===== src/rtl/i2c_own_pkg.sv =====
package i2c_own_pkg;

  localparam int OWN_W = 2;

  typedef enum logic [OWN_W-1:0] {
    OWN_IDLE = 2'd0,
    OWN_SW   = 2'd1,
    OWN_HW   = 2'd2
  } own_e;

  // a transfer boundary: nothing running, or the running transfer ends now
  function automatic logic at_boundary(input logic busy, input logic xend);
    return (!busy) || xend;
  endfunction

  // contention from idle: hardware wins unless software has high priority
  function automatic logic hw_wins_idle(input logic hw, input logic sw_want,
                                        input logic prio_high);
    return hw && ((!sw_want) || (!prio_high));
  endfunction

  // hardware may take the engine from software only at normal priority
  function automatic logic may_preempt(input logic hw, input logic prio_high,
                                       input logic busy, input logic xend);
    return hw && (!prio_high) && at_boundary(busy, xend);
  endfunction

endpackage


===== src/rtl/i2c_own_clr.sv =====
module i2c_own_clr
  import i2c_own_pkg::*;
(
  input  logic clk,
  input  logic rst_n,
  input  logic status_clr,
  input  logic soft_rst,
  input  own_e owner_q,
  output logic clr_any,
  output logic engine_reset
);

  logic erst_d;

  // both reset flavours wipe the ownership status
  assign clr_any = status_clr | soft_rst;

  // a full engine reset is only safe while software holds the engine
  assign erst_d = soft_rst && (owner_q == OWN_SW);

  always_ff @(posedge clk or negedge rst_n) begin
    if (!rst_n) engine_reset <= 1'b0;
    else        engine_reset <= erst_d;
  end

endmodule


===== src/rtl/i2c_own_fsm.sv =====
module i2c_own_fsm
  import i2c_own_pkg::*;
(
  input  logic clk,
  input  logic rst_n,
  input  logic clr_any,
  input  logic sw_req,
  input  logic sw_done,
  input  logic hw_req,
  input  logic prio_high,
  input  logic xact_end,
  input  logic busy_q,
  input  logic pend_q,
  input  logic intr_q,
  output own_e owner_q,
  output logic ev_sw_take,
  output logic ev_hw_take,
  output logic ev_preempt,
  output logic ev_sw_rel,
  output logic ev_hw_rel
);

  own_e owner_d;
  logic sw_want;

  // a held go or an interrupted session counts as a software request
  assign sw_want = sw_req | pend_q | intr_q;

  always_comb begin
    owner_d    = owner_q;
    ev_sw_take = 1'b0;
    ev_hw_take = 1'b0;
    ev_preempt = 1'b0;
    ev_sw_rel  = 1'b0;
    ev_hw_rel  = 1'b0;
    if (clr_any) begin
      owner_d = OWN_IDLE;
    end else begin
      unique case (owner_q)
        OWN_IDLE: begin
          if (hw_wins_idle(hw_req, sw_want, prio_high)) begin
            owner_d    = OWN_HW;
            ev_hw_take = 1'b1;
          end else if (sw_want) begin
            owner_d    = OWN_SW;
            ev_sw_take = 1'b1;
          end
        end
        OWN_SW: begin
          if (sw_done) begin
            owner_d   = OWN_IDLE;
            ev_sw_rel = 1'b1;
          end else if (may_preempt(hw_req, prio_high, busy_q, xact_end)) begin
            owner_d    = OWN_HW;
            ev_preempt = 1'b1;
          end
        end
        OWN_HW: begin
          if (!hw_req) begin
            owner_d   = OWN_IDLE;
            ev_hw_rel = 1'b1;
          end
        end
        default: owner_d = OWN_IDLE;
      endcase
    end
  end

  always_ff @(posedge clk or negedge rst_n) begin
    if (!rst_n) owner_q <= OWN_IDLE;
    else        owner_q <= owner_d;
  end

endmodule


===== src/rtl/i2c_own_go.sv =====
module i2c_own_go
  import i2c_own_pkg::*;
#(
  parameter bit RESTART_EN = 1'b1
) (
  input  logic clk,
  input  logic rst_n,
  input  logic clr_any,
  input  own_e owner_q,
  input  logic sw_go,
  input  logic sw_done,
  input  logic xact_end,
  input  logic no_queue_go,
  input  logic ev_sw_take,
  input  logic ev_preempt,
  input  logic ev_sw_rel,
  output logic busy_q,
  output logic pend_q,
  output logic intr_q,
  output logic go_fire,
  output logic go_reject,
  output logic restart
);

  logic busy_d, pend_d, intr_d;
  logic fire_d, rej_d, rs_d;
  logic intr_arm;

  // the build chooses whether a preempted software session is resumed
  generate
    if (RESTART_EN) begin : g_resume
      assign intr_arm = 1'b1;
    end else begin : g_noresume
      assign intr_arm = 1'b0;
    end
  endgenerate

  always_comb begin
    busy_d = busy_q;
    pend_d = pend_q;
    intr_d = intr_q;
    fire_d = 1'b0;
    rej_d  = 1'b0;
    rs_d   = 1'b0;
    if (clr_any) begin
      busy_d = 1'b0;
      pend_d = 1'b0;
      intr_d = 1'b0;
    end else if (ev_sw_take) begin
      // a held go starts at once, an interrupted session gets restarted
      fire_d = pend_q;
      rs_d   = intr_q;
      busy_d = pend_q;
      pend_d = 1'b0;
      intr_d = 1'b0;
      rej_d  = sw_go;
    end else begin
      unique case (owner_q)
        OWN_SW: begin
          if (ev_sw_rel) begin
            busy_d = 1'b0;
            rej_d  = sw_go;
          end else if (ev_preempt) begin
            busy_d = 1'b0;
            intr_d = intr_arm;
            if (sw_go) begin
              if (no_queue_go) rej_d  = 1'b1;
              else             pend_d = 1'b1;
            end
          end else if (sw_go && !busy_q) begin
            fire_d = 1'b1;
            busy_d = 1'b1;
          end else begin
            rej_d = sw_go;
            if (xact_end) busy_d = 1'b0;
          end
        end
        OWN_HW: begin
          if (sw_done) begin
            pend_d = 1'b0;
            intr_d = 1'b0;
            rej_d  = sw_go;
          end else if (sw_go) begin
            if (no_queue_go) rej_d  = 1'b1;
            else             pend_d = 1'b1;
          end
        end
        default: rej_d = sw_go;
      endcase
    end
  end

  always_ff @(posedge clk or negedge rst_n) begin
    if (!rst_n) begin
      busy_q    <= 1'b0;
      pend_q    <= 1'b0;
      intr_q    <= 1'b0;
      go_fire   <= 1'b0;
      go_reject <= 1'b0;
      restart   <= 1'b0;
    end else begin
      busy_q    <= busy_d;
      pend_q    <= pend_d;
      intr_q    <= intr_d;
      go_fire   <= fire_d;
      go_reject <= rej_d;
      restart   <= rs_d;
    end
  end

endmodule


===== src/rtl/i2c_own_arb.sv =====
module i2c_own_arb
  import i2c_own_pkg::*;
#(
  parameter bit RESTART_EN = 1'b1
) (
  input  logic             clk,
  input  logic             rst_n,
  input  logic             sw_req,
  input  logic             sw_done,
  input  logic             status_clr,
  input  logic             soft_rst,
  input  logic             sw_go,
  input  logic             xact_end,
  input  logic             hw_req,
  input  logic             prio_high,
  input  logic             no_queue_go,
  output logic [OWN_W-1:0] owner,
  output logic             sw_grant,
  output logic             hw_grant,
  output logic             go_fire,
  output logic             go_reject,
  output logic             engine_reset,
  output logic             restart
);

  own_e owner_q;
  logic clr_any;
  logic busy_q, pend_q, intr_q;
  logic ev_sw_take, ev_hw_take, ev_preempt, ev_sw_rel, ev_hw_rel;
  logic take_any;

  i2c_own_clr u_clr (
    .clk          (clk),
    .rst_n        (rst_n),
    .status_clr   (status_clr),
    .soft_rst     (soft_rst),
    .owner_q      (owner_q),
    .clr_any      (clr_any),
    .engine_reset (engine_reset)
  );

  i2c_own_fsm u_fsm (
    .clk        (clk),
    .rst_n      (rst_n),
    .clr_any    (clr_any),
    .sw_req     (sw_req),
    .sw_done    (sw_done),
    .hw_req     (hw_req),
    .prio_high  (prio_high),
    .xact_end   (xact_end),
    .busy_q     (busy_q),
    .pend_q     (pend_q),
    .intr_q     (intr_q),
    .owner_q    (owner_q),
    .ev_sw_take (ev_sw_take),
    .ev_hw_take (ev_hw_take),
    .ev_preempt (ev_preempt),
    .ev_sw_rel  (ev_sw_rel),
    .ev_hw_rel  (ev_hw_rel)
  );

  i2c_own_go #(.RESTART_EN(RESTART_EN)) u_go (
    .clk         (clk),
    .rst_n       (rst_n),
    .clr_any     (clr_any),
    .owner_q     (owner_q),
    .sw_go       (sw_go),
    .sw_done     (sw_done),
    .xact_end    (xact_end),
    .no_queue_go (no_queue_go),
    .ev_sw_take  (ev_sw_take),
    .ev_preempt  (ev_preempt),
    .ev_sw_rel   (ev_sw_rel),
    .busy_q      (busy_q),
    .pend_q      (pend_q),
    .intr_q      (intr_q),
    .go_fire     (go_fire),
    .go_reject   (go_reject),
    .restart     (restart)
  );

  // ownership changes, brought out as one named event for the checker
  assign take_any = ev_sw_take | ev_hw_take | ev_preempt | ev_sw_rel | ev_hw_rel;

  assign owner    = owner_q;
  assign sw_grant = (owner_q == OWN_SW);
  assign hw_grant = (owner_q == OWN_HW);

endmodule


===== config.mk =====
export PLATFORM = sky130hd
export DESIGN_NAME = i2c_own_arb
export DESIGN_NICKNAME = d
export VERILOG_FILES = /design/src/rtl/i2c_own_pkg.sv /design/src/rtl/i2c_own_clr.sv /design/src/rtl/i2c_own_fsm.sv /design/src/rtl/i2c_own_go.sv /design/src/rtl/i2c_own_arb.sv
export SDC_FILE = /design/constraint.sdc
export NUM_CORES = 1
export LEC_CHECK = 0
export ABC_AREA = 0
export BUFFER_PORTS_ARGS = -buffer_cell sky130_fd_sc_hd__buf_2
export CAP_MARGIN = 0
export CORE_AREA = 2 2 39 41
export DETAILED_ROUTE_END_ITERATION = 10
export DIE_AREA = 0 0 41 43
export PLACE_DENSITY_LB_ADDON = 0.2
export SETUP_SLACK_MARGIN = 0.05
export SLEW_MARGIN = 25
export SYNTH_ARGS = -nofsm -noshare
export SYNTH_HDL_FRONTEND = slang
export SYNTH_SLANG_ARGS = --single-unit
export TNS_END_PERCENT = 10

===== constraint.sdc =====
create_clock -name clk -period 2.9 [get_ports clk]
set_clock_uncertainty 0.05 [all_clocks]
set_input_delay 0.58 -clock clk [delete_from_list [all_inputs] [get_ports clk]]
set_output_delay 0.58 -clock clk [all_outputs]
set_load 0.05 [all_outputs]

# Word level (Yosys, flattened, before mapping)
# Cells that the tools add are included.
[totals]
elab_cells = 93
in_bits = 11
output_inout_bits = 8
register_bits = 9
[classes]
n_eq_ne = 8
n_mux = 56
reduce_logical = 18
n_bitwise = 3
[ops]
columns = ["cell", "count"]
rows = [
  ["$mux W1", 46],
  ["$mux W2", 6],
  ["$ne A4 B2 Y1 const B", 3],
  ["$pmux W1 S2", 3],
  ["$pmux W2 S3", 1],
  ["$reduce_and A3 Y1", 2],
  ["$reduce_bool A6 Y1", 1],
  ["$logic_and A1 B1 Y1", 5],
  ["$ne A4 B1 Y1 const B", 1],
  ["$ne A4 B4 Y1 const B", 1],
  ["$reduce_and A4 Y1", 1],
  ["$reduce_bool A4 Y1", 1],
  ["$logic_not A1 Y1", 3],
  ["$ne A3 B2 Y1 const B", 1],
  ["$or A1 B1 Y1", 3],
  ["$reduce_bool A3 Y1", 1],
  ["$eq A2 B1 Y1 const B", 1],
  ["$eq A2 B2 Y1 const B", 1],
  ["$logic_not A2 Y1", 1],
  ["$logic_or A1 B1 Y1", 2],
  ["$reduce_and A2 Y1", 1],
]

# Longest topological paths before layout
# Gate-level depths: netlist (run 1).
[depth]
ltp_word = 12
mapped_depth = 6
mapped_depth_nobuf = 6

# By module
# From an unflattened synthesis (run 1), not the netlist that was laid out.
[hier_totals]
cells_unflattened = 63
area_unflattened_um2 = 598.1
[by_module_without_submodules]
columns = ["module", "cells_per_inst", "area_per_inst_um2", "instances", "seq_area_each_um2"]
rows = [
  ["i2c_own_go", 39, 375.4, 1, 150.1],
  ["i2c_own_fsm", 19, 166.4, 1, 50.0],
  ["i2c_own_clr", 3, 41.3, 1, 25.0],
  ["i2c_own_arb", 2, 15.0, 1, 0.0],
]

# Least setup slack after synthesis (run 1)
# Ideal clock, no wire load.
[synth_timing]
path_type = "flip-flop to flip-flop"
startpoint = "register u_fsm.owner_q[0]"
endpoint = "register u_go.busy_q"
t_required_ns = 2.715
stages_incl_launch_ff = 6
path_slack_ns = 0.645
n_path_buf = 1
setup_ns = 0.135
arrival_time_ns = 2.070
period_less_slack_ns = 2.255
path_cell_list = "dfrtp_1 -> ha_1 -> buf_2 -> o211ai_1 -> a2111oi_1 -> nor3b_1"
[synth_between]
elab_chain_cells = 8
elab_cells_between_ends = 16
classes_between = "eq/ne (1); mux (11); reduce/logical (4)"
[synth_lines]
columns = ["element", "line", "text"]
rows = [
  ["start: declaration", "i2c_own_fsm.sv:15", "output own_e owner_q,"],
  ["start signal: assignment", "i2c_own_fsm.sv:71", "else owner_q <= owner_d;"],
  ["$eq A2 B1 Y1 (*)", "n/a", ""],
  ["via sw_grant", "i2c_own_arb.sv:18", "output logic sw_grant,"],
  ["$mux W1", "i2c_own_fsm.sv:39", "unique case (owner_q)"],
  ["$mux W1", "i2c_own_fsm.sv:36", "if (clr_any) begin"],
  ["$mux W1", "i2c_own_go.sv:63", "end else if (ev_preempt) begin"],
  ["$mux W1", "i2c_own_go.sv:60", "if (ev_sw_rel) begin"],
  ["$mux W1", "i2c_own_go.sv:58", "unique case (owner_q)"],
  ["$mux W1", "i2c_own_go.sv:49", "end else if (ev_sw_take) begin"],
  ["$mux W1", "i2c_own_go.sv:45", "if (clr_any) begin"],
  ["end signal: assignment", "i2c_own_go.sv:102", "busy_q <= busy_d;"],
  ["end: declaration", "i2c_own_go.sv:17", "output logic busy_q,"],
]
# The timed path passes the listed nets; every way through them passes the cells marked *. The select of a mux whose other input is x is not followed.
# A chain may end at the register's enable or synchronous reset.

# Worst setup path after layout (run 1)
[layout_timing]
startpoint = "register u_fsm.owner_q[1]"
endpoint = "output sw_grant"
[layout_between]
elab_chain_cells = 1
[layout_lines]
columns = ["element", "line", "text"]
rows = [
  ["$eq A2 B1 Y1", "i2c_own_arb.sv:86", "assign sw_grant = (owner_q == OWN_SW);"],
  ["end: declaration", "i2c_own_arb.sv:18", ""],
]
# Every way passes these cells.

==> results, run 1 <==
- The run finished with clean final reports.
- The largest net degree at the start of global routing is 13.
- 19 I/O pins were placed.
- The number of max-cap violations is 0.
- Wires add up to approximately 1500 um.
- The floorplan step defined a die boundary enclosing approximately 1800 um^2.
- The fraction of synthesized cell area taken by the top area cell type is 34.5%.
- The largest vdd supply drop is 262 uV.
- The initial utilization of the core area, before any placement, comes to about 47%.
- The finished layout holds 108 standard cells, fillers aside.
- The standard cell area after detailed placement is about 760 um^2.
- The clock root buffer is sky130_fd_sc_hd__clkbuf_4.
- The type of destination of the critical path is a primary output.
- The area added between synthesis and finish is 20.2%.
- The post-route cell area is just under 800 um^2.
- The number of standard cells after synthesis is between 70 and 80.
- The global router's overall resource usage is 21.7%.
- In this run the worst hold path is classified as in2async.
- Dividing the detail-routed via count by the number of cells gives 5.70.
- Setup violations remaining at the end of the flow were counted as 0.
- The number of instances in the placed design is 104.
- The die is 41 um wide.
- Post-CTS repair changed the size of 0 cells.
- For this run, the post-layout net count is 107.
- The sequential share of the synthesized area is 34.5%.
- Data arrives at the worst endpoint at 1.53 ns.
- The buffers inserted during post-CTS setup optimization is 0.
- Walking the worst path, the cells encountered are inv_1 -> ha_1 -> buf_2.
- The first detailed-routing pass ran for 5 iterations.
- The timing startpoint of the critical path is u_fsm.owner_q[1]$_DFFE_PN0P_.
- The number of I/O port buffers is 18.
- TritonCTS built the clock tree.
- The unique cell type count in the Yosys netlist is 31.
- The total number of H-tree levels is 1.
- The hold-fix buffer count after cts is 0.
- Each instance of the synthesized netlist takes up on average 9.18 um^2.
- Before CTS, the worst setup slack after placement is roughly 0.95 ns.
- After layout, the worst path uses 74.4% of the clock period.
- Summed over all failing endpoints, the final setup total negative slack is 0 ns.
- The most critical setup path has its endpoint at sw_grant.
- The post-route total power is ~0.32 mW.
- The post-detailed-placement half-perimeter wirelength is about 1200 um.
- The total power divided by cell area is 404 nW/um^2.
- The number of design rule violations left after detail routing is 0.
- The largest total area in the synthesized netlist belongs to sky130_fd_sc_hd__dfrtp_1.
- The count of final hold-check violations is 0.
- For this run, the top clock speed supported by timing is 464 MHz.
- The fraction of final layout cells with drive strength greater than 1 is 31.5%.
- Setup repair after global routing left no endpoint under its margin.
- The number of synthesis warnings is 0.
- The count of inserted antenna diode cells is 0.
- The number of antenna violations at the first check in global routing is 0.
- From bottom edge to top edge, the die measures 43 um.
- The startpoint type of the worst setup path is a flip-flop.
- The routed via count is 616.
- The launch instance of the worst register-to-register path is u_fsm.owner_q[1]$_DFFE_PN0P_.
- After synthesis, the cell types taking the most area are sky130_fd_sc_hd__dfrtp_1 35%, sky130_fd_sc_hd__nand2_1 6.9%, sky130_fd_sc_hd__ha_1 5.8%.
- The worst setup slack after layout is 0.743 ns.
- The average wire per standard cell is 14.1 um.
- After synthesis the cells add up to about 650 um^2.
- The reg-to-reg endpoint is u_go.busy_q$_DFFE_PN0P_.
- At the pin with the least slew margin, the transition time is 0.423 ns.
- The number of global-route vias before repair is about 570.
- After the first detailed-routing iteration, the DRC count stood at 6.
- Subtracting the final worst setup slack from the clock period gives 2.16 ns.
- The global route total overflow is 0.
- The first-pass GRT wire length is 2510 um.
- The number of cells on the worst reg-to-reg path is 5.
- Across all register-to-register paths, the minimum setup slack is just over 1 ns.
- The tightest hold path in the finished design has a slack of about 0.096 ns.
- Cells fill 56.6% of the core in the end.
- The setup path with the least slack is of type reg2out.
- The clock latency at the later pin of the worst-skew pair is 0.27 ns.
- The clock buffer count from CTS is 3.
- In this run the remaining antenna-violating nets after routing total 0.
- At the end of routability-driven placement, the weighted congestion stood at slightly below 0.8.
- The clock net in this run drives a total of 9 sinks.
- The maximum clock path buffer count is 2.
- The tightest slew margin relative to the limit is 71.8%.
- For this design the static power due to leakage is 0.351 nW.
- The maximum fanout count along the critical path is 12.
- The largest single stage delay on the critical path is approximately 0.41 ns.
- After synthesis the netlist holds a flip-flop and latch count of 9.
- The most frequent standard cell in the layout excluding fill and tap cells is sky130_fd_sc_hd__buf_2.
- At the worst endpoint, the required time is 2.27 ns.
- When the netlist entered floorplanning its net count stood at 85.
- The count of final max-slew check failures is 0.
- The library cells used most frequently in the layout, excluding fill and tap cells, are 18 x sky130_fd_sc_hd__buf_2, 12 x sky130_fd_sc_hd__nand2_1, 9 x sky130_fd_sc_hd__dfrtp_1.
- The floorplan has 14 rows.
- The largest individual stage delay along the critical path comes from the cell sky130_fd_sc_hd__dfrtp_1.
- The core area is 1380 um^2.
- The clock edge transition at the registers on the reported setup and hold paths is 0.07 ns.
[worst max-delay path, delay by kind of cell, from the launching register on]
kind / cells / cell delay, ns
buffers and inverters: 2 / 0.43
adder cells (fa/ha/maj): 1 / 0.41
flip-flops: 1 / 0.41
[flip-flops by register name, summed over array words and instances, names as in the netlist]
signal	cells
u_go.busy_q	1
u_go.go_fire	1
u_go.go_reject	1
u_go.intr_q	1
u_go.pend_q	1
u_clr.engine_reset	1
u_go.restart	1
u_fsm.owner_q	2
[area by class of cell]
cell class | count | area (um^2)
Clock buffer | 4 | 26.3
Fill cell | 134 | 601
Inverter | 4 | 15.0
Multi-Input combinational cell | 57 | 407
Sequential cell | 9 | 225
Tap cell | 16 | 20.0
Timing Repair Buffer | 18 | 90.1
[kinds of logic (layout without fill, tap and decap cells)]
| kind of cell | Yosys count | count (layout) | synth area share, % |
|---|---|---|---|
| and+or+nand+nor | 35 | 35 | 32.1 |
| AOI/OAI and AO/OA | 17 | 17 | 21.5 |
| DFF | 9 | 9 | 34.5 |
| buffers and inverters | 5 | 26 | 3.07 |
| adders and majority gates | 3 | 3 | 5.76 |
| muxes | 2 | 2 | 3.07 |
[Yosys cell counts]
| cell | instances |
|---|---|
| sky130_fd_sc_hd__a2111oi_1 | 1 |
| sky130_fd_sc_hd__a2111oi_2 | 1 |
| sky130_fd_sc_hd__a32o_1 | 1 |
| sky130_fd_sc_hd__nor4_4 | 1 |
| sky130_fd_sc_hd__o21ai_0 | 2 |
| sky130_fd_sc_hd__mux2i_1 | 2 |
| sky130_fd_sc_hd__nand2b_1 | 1 |
| sky130_fd_sc_hd__o211ai_1 | 4 |
| sky130_fd_sc_hd__nand3b_1 | 3 |
| sky130_fd_sc_hd__nand3_1 | 1 |
| sky130_fd_sc_hd__nor2_2 | 1 |
| sky130_fd_sc_hd__inv_1 | 4 |
| sky130_fd_sc_hd__nand2b_4 | 1 |
| sky130_fd_sc_hd__and2b_2 | 1 |
| sky130_fd_sc_hd__nor2b_1 | 3 |
| sky130_fd_sc_hd__nor3_2 | 1 |
| sky130_fd_sc_hd__nand2_1 | 12 |
| sky130_fd_sc_hd__o21a_1 | 1 |
| sky130_fd_sc_hd__o311a_1 | 1 |
| sky130_fd_sc_hd__buf_2 | 1 |
| sky130_fd_sc_hd__o41ai_2 | 1 |
| sky130_fd_sc_hd__nor2_1 | 6 |
| sky130_fd_sc_hd__a211oi_1 | 1 |
| sky130_fd_sc_hd__a21oi_1 | 3 |
| sky130_fd_sc_hd__nor3b_1 | 1 |
| sky130_fd_sc_hd__dfrtp_1 | 9 |
| sky130_fd_sc_hd__or2_4 | 1 |
| sky130_fd_sc_hd__and2_1 | 1 |
| sky130_fd_sc_hd__ha_1 | 3 |
| sky130_fd_sc_hd__a41oi_1 | 1 |
| sky130_fd_sc_hd__and3_1 | 1 |
[worst min-delay path by stage]
stage / to / slack, ns / cells past startpoint
2_1_floorplan: u_clr.engine_reset$_DFF_PN0_ / 0.23 / 0
3_3_place_gp: u_clr.engine_reset$_DFF_PN0_ / 0.39 / 1
3_5_place_dp: u_clr.engine_reset$_DFF_PN0_ / 0.39 / 1
4_1_cts: u_clr.engine_reset$_DFF_PN0_ / 0.11 / 1
5_1_grt: u_clr.engine_reset$_DFF_PN0_ / 0.12 / 1
6_report: u_clr.engine_reset$_DFF_PN0_ / 0.1 / 1
[report_power, final]
group	internal, mW	switching (mW)	total, mW	leakage, nW
clock	0.0534	0.0527	0.106	0.0150
combinational	0.0270	0.0520	0.0789	0.212
sequential	0.129	0.00265	0.132	0.124
[routing by layer]
metal	share of wire, %	wire [um]	track usage (%)	vias to the layer above
met1	43	656	27.0	289
met2	49	752	33.1	23
li1	-	-	-	299
met3	4.8	73	3.14	5
met4	2.6	40	14.0	0
met5	0	0	0	-
(Power assumes the default switching activity.)
==> run 2: changes to the inputs <==
- ABC_AREA: 0 -> 1
- CORE_AREA: 2 2 39 41 -> not set
- CORE_UTILIZATION: not set -> 50
- DIE_AREA: 0 0 41 43 -> not set
- clock period: 2.9 -> 2.2 ns (I/O delays scaled with it)
==> run 2 against run 1 <==
  * The run now ends with DRC left
  * Critical path depth unchanged
  * Sequential share of layout area down 2.1 points
  * Synthesized cell count up 39%
  * Via count up 11%
  * Critical path type unchanged
  * Largest power group unchanged
==> results, run 2 <==
- The flow ran to the end, but the final reports show violations.
- The final reports fail on DRC.
- Synthesis handed over a netlist of 99 instances.
- The type of destination of the critical path is a primary output.
- The post-detailed-placement half-perimeter wirelength is 1210 um.
- The number of antenna violations at the first check in global routing is 0.
- The CTS tree is yes.
- By area the synthesized netlist is led by sky130_fd_sc_hd__dfrtp_1 32%, sky130_fd_sc_hd__nand2_1 10%, sky130_fd_sc_hd__inv_1 8.5%.
- The routability-driven placement congestion ratio is 0.878.
- The standard cell area after detailed placement is 810 um^2.
- During synthesis, Yosys emitted a total of 0 warnings.
- Hold is met by 0.348 ns.
- The setup total negative slack is 0 ns.
- The total number of H-tree levels is 1.
- The share of the Yosys chip area taken by registers is 32.0%.
- The startpoint type of the worst setup path is a flip-flop.
- In this run the post-CTS setup repair buffer count came out at 0.
- The area added between synthesis and finish is 20.1%.
- The number of I/O port buffers is 18.
- The number of gates resized after CTS was 0.
- In this run the static leakage power is ~0.47 nW.
- The final net count is about 140.
- The most frequent standard cell in the layout excluding fill and tap cells is sky130_fd_sc_hd__nand2_1.
- The flip-flop count of the largest register, all copies and words added is 2.
- The unique cell type count in the Yosys netlist is 20.
- Entering global routing, the biggest net connects 10 pins.
- The count of inserted antenna diode cells is 0.
- No sink is reached through more buffers than the 2 on the longest clock path.
- Data on the critical path arrives at its endpoint at 1.36 ns.
- The clock edge transition at the registers on the reported setup and hold paths is 0.06 ns.
- The required time of the critical path is ~1.7 ns.
- Yosys instantiated no cell more often than sky130_fd_sc_hd__nand2_1.
- In the final routed layout, each cell accounts on average for 10.6 um.
- The commonest cells after synthesis are 19 x sky130_fd_sc_hd__nand2_1, 16 x sky130_fd_sc_hd__inv_1, 9 x sky130_fd_sc_hd__dfrtp_1, 9 x sky130_fd_sc_hd__nand3_1, 9 x sky130_fd_sc_hd__nor2_1.
- For this block, the via count after detailed routing is just under 700.
- The start-to-end type of the worst setup path is reg2out.
- The net count of the mapped netlist is 113.
- Leaving out fill and tap cells, the most frequent cells in the layout are 19 x sky130_fd_sc_hd__nand2_1, 18 x sky130_fd_sc_hd__buf_2, 16 x sky130_fd_sc_hd__inv_1.
- The tightest min-delay check is of the in2reg type.
- The number of placement rows is 13.
- The count of final hold-check violations is 0.
- The number of design rule violations left after detail routing is 1.
- The worst pin sits at a relative slew slack of 82.8%.
- The average footprint of a synthesized cell is 7.12 um^2.
- The number of buffers and inverters on the critical path is 2.
- The count of routing violations after the opening detailed-route iteration is 14.
- Yosys mapped a number of flops with a built-in enable equal to 0.
- The highest clock rate is 540 MHz.
- The portion of total power attributed to sequential cells is 41.3%.
- Of the total power, combinational logic draws between 20% and 30%.
- The biggest area contributor in the post-synthesis netlist is sky130_fd_sc_hd__dfrtp_1.
- The detailed-route vias per instance is 4.98.
- The number of clock sinks seen by CTS is 9.
- The switching part of the total is 33.7%.
- In the final layout, the share of cells above drive strength 1 is about a third.
- The synthesized design devotes to its leading area cell type 32.0% of total area.
- The die is roughly 40 um tall.
- Global routing finished with a remaining overflow of 0.
- The count of final max-slew check failures is 0.
- Across the run, the number of max-cap violations was 0.
- The clock latency at the later pin of the worst-skew pair is 0.26 ns.
- The internal portion of total power is 0.280 mW.
- VDD sags by at most 223 uV.
- The clock network fraction of design power is a little under a third.
- At the pin with the least slew margin, the transition time is roughly 0.26 ns.
- The floorplan step defined a die boundary enclosing 1560 um^2.
- The post-route fraction of the period consumed by the critical path is between 80% and 90%.
- The maximum fanout count along the critical path is 5.
- Counting flops and latches in the post-synthesis netlist gives 9.
- In this run the horizontal extent of the chip is a little under 40 um.
- Setup violations remaining at the end of the flow were counted as 0.
- The clock root buffer is sky130_fd_sc_hd__clkbuf_4.
- The first-pass GRT wire length is 2290 um.
- After floorplanning, the core was sized to cover 1300 um^2.
- After clock tree synthesis, the flow added hold-fix buffers numbering 1.
- The kind of cell with the highest combined delay along the critical path is buffers and inverters.
- The count of TritonRoute iterations in the first routing pass is 7.
- Dividing total power by cell area gives a power density of 499 nW/um^2.
- Once detail routing completed, the nets flagged for antenna violations numbered 0.
- Walking the worst path, the cells encountered are inv_1 -> ha_1 -> buf_2.
- The effective utilization at floorplan is between 50% and 60%.
- The number of global-route vias before repair was around 570.
- The most common flop cell mapped by yosys is sky130_fd_sc_hd__dfrtp_1.
- For this block, the routed nets add up to approximately 1500 um of wire.
- The post-route cell area is 846 um^2.
- The fraction of registers with async set/reset is 100%.
- The switching power is 0.142 mW.
- Among all stages on the critical path, the largest delay is contributed by sky130_fd_sc_hd__dfrtp_1.
- The most flop-heavy register is u_fsm.owner_q.
- Pin placement for this block handled 19 I/O pins.
- The global router's overall resource usage is 21.8%.
- The cell area that synthesis handed to floorplanning was 704 um^2.
- After layout, the minimum clock period comes to about 1.9 ns.
- Setup repair after global routing left no endpoint under its margin.
- The biggest cell delay along the critical path is 0.40 ns.
- The clock buffer count from CTS is 3.
## run 2: cell count changes after synthesis, sizes merged, moves of 3 or more
cell	before	now
inv	4	19
nand2	12	28
nand3	1	9
nor2	7	15
nor2b	3	0
o211ai	4	1
o21ai	2	6
## run 2: tightest hold or removal path, delay by kind of cell
family        cells  cell delay, ns
simple gates      1            0.04
buf+inv           2            0.14
## run 2: per-stage QoR
step                worst slack (ns)  power (mW)  util, %  std cells
finish                         0.347       0.422     65.0        137
global route                   0.282       0.446     65.0        137
CTS                            0.337       0.423     65.0        137
detailed placement             0.627       0.295     62.2        132
global placement               0.660       0.294     62.2        132
floorplan                      0.152       0.263        -         99
## run 2: cell type report
| class | instances | area, um^2 |
|---|---|---|
| multi-input cells | 69 | 393 |
| repair buffers | 20 | 108 |
| clock buffers | 4 | 26.3 |
| fillers | 129 | 455 |
| well taps | 15 | 18.8 |
| flip-flops and latches | 9 | 225 |
| inverters | 20 | 75.1 |
## run 2: final timing paths
kind	end	depth (start not counted)	slack, ns	start
setup / recovery	sw_grant	3	0.35	u_fsm.owner_q[1]$_DFFE_PN0P_
hold / removal	u_clr.engine_reset$_DFF_PN0_	3	0.35	soft_rst
setup reg to reg	u_go.go_reject$_DFF_PN0_	8	0.68	u_fsm.owner_q[1]$_DFFE_PN0P_
hold reg to reg	u_go.restart$_DFF_PN0_	2	0.48	u_go.intr_q$_DFFE_PN0P_
max in group asynchronous	u_go.busy_q$_DFFE_PN0P_	2	1.41	rst_n
min in group asynchronous	u_fsm.owner_q[0]$_DFFE_PN0P_	2	0.51	rst_n
## run 2: cells by family (layout without fill, tap and decap cells)
family                   after synthesis  count (layout)  share of synthesized area, %
AO/OA/AOI/OAI                         10              10                          9.77
flip-flops                             9               9                          32.0
buffers and inverters                 21              44                          12.3
adder cells (fa/ha/maj)                3               3                          5.33
AND/OR/NAND/NOR                       56              56                          40.7
## run 2: layer usage
metal | vias to the layer above | global-route usage (%) | share of wire [%]
li1 | 355 | - | -
met1 | 301 | 27.1 | 47
met2 | 26 | 37.3 | 49
met3 | 0 | 5.11 | 4.5
met4 | 0 | 5.17 | 0
met5 | - | 0 | 0
## run 2: power groups by stage
stage | registers [mW] | clock network, mW | logic (mW)
finish | 0.174 | 0.129 | 0.119
CTS | 0.174 | 0.129 | 0.120
floorplan | 0.190 | 0 | 0.0728
global route | 0.175 | 0.141 | 0.131
global placement | 0.177 | 0 | 0.116
detailed placement | 0.177 | 0 | 0.118
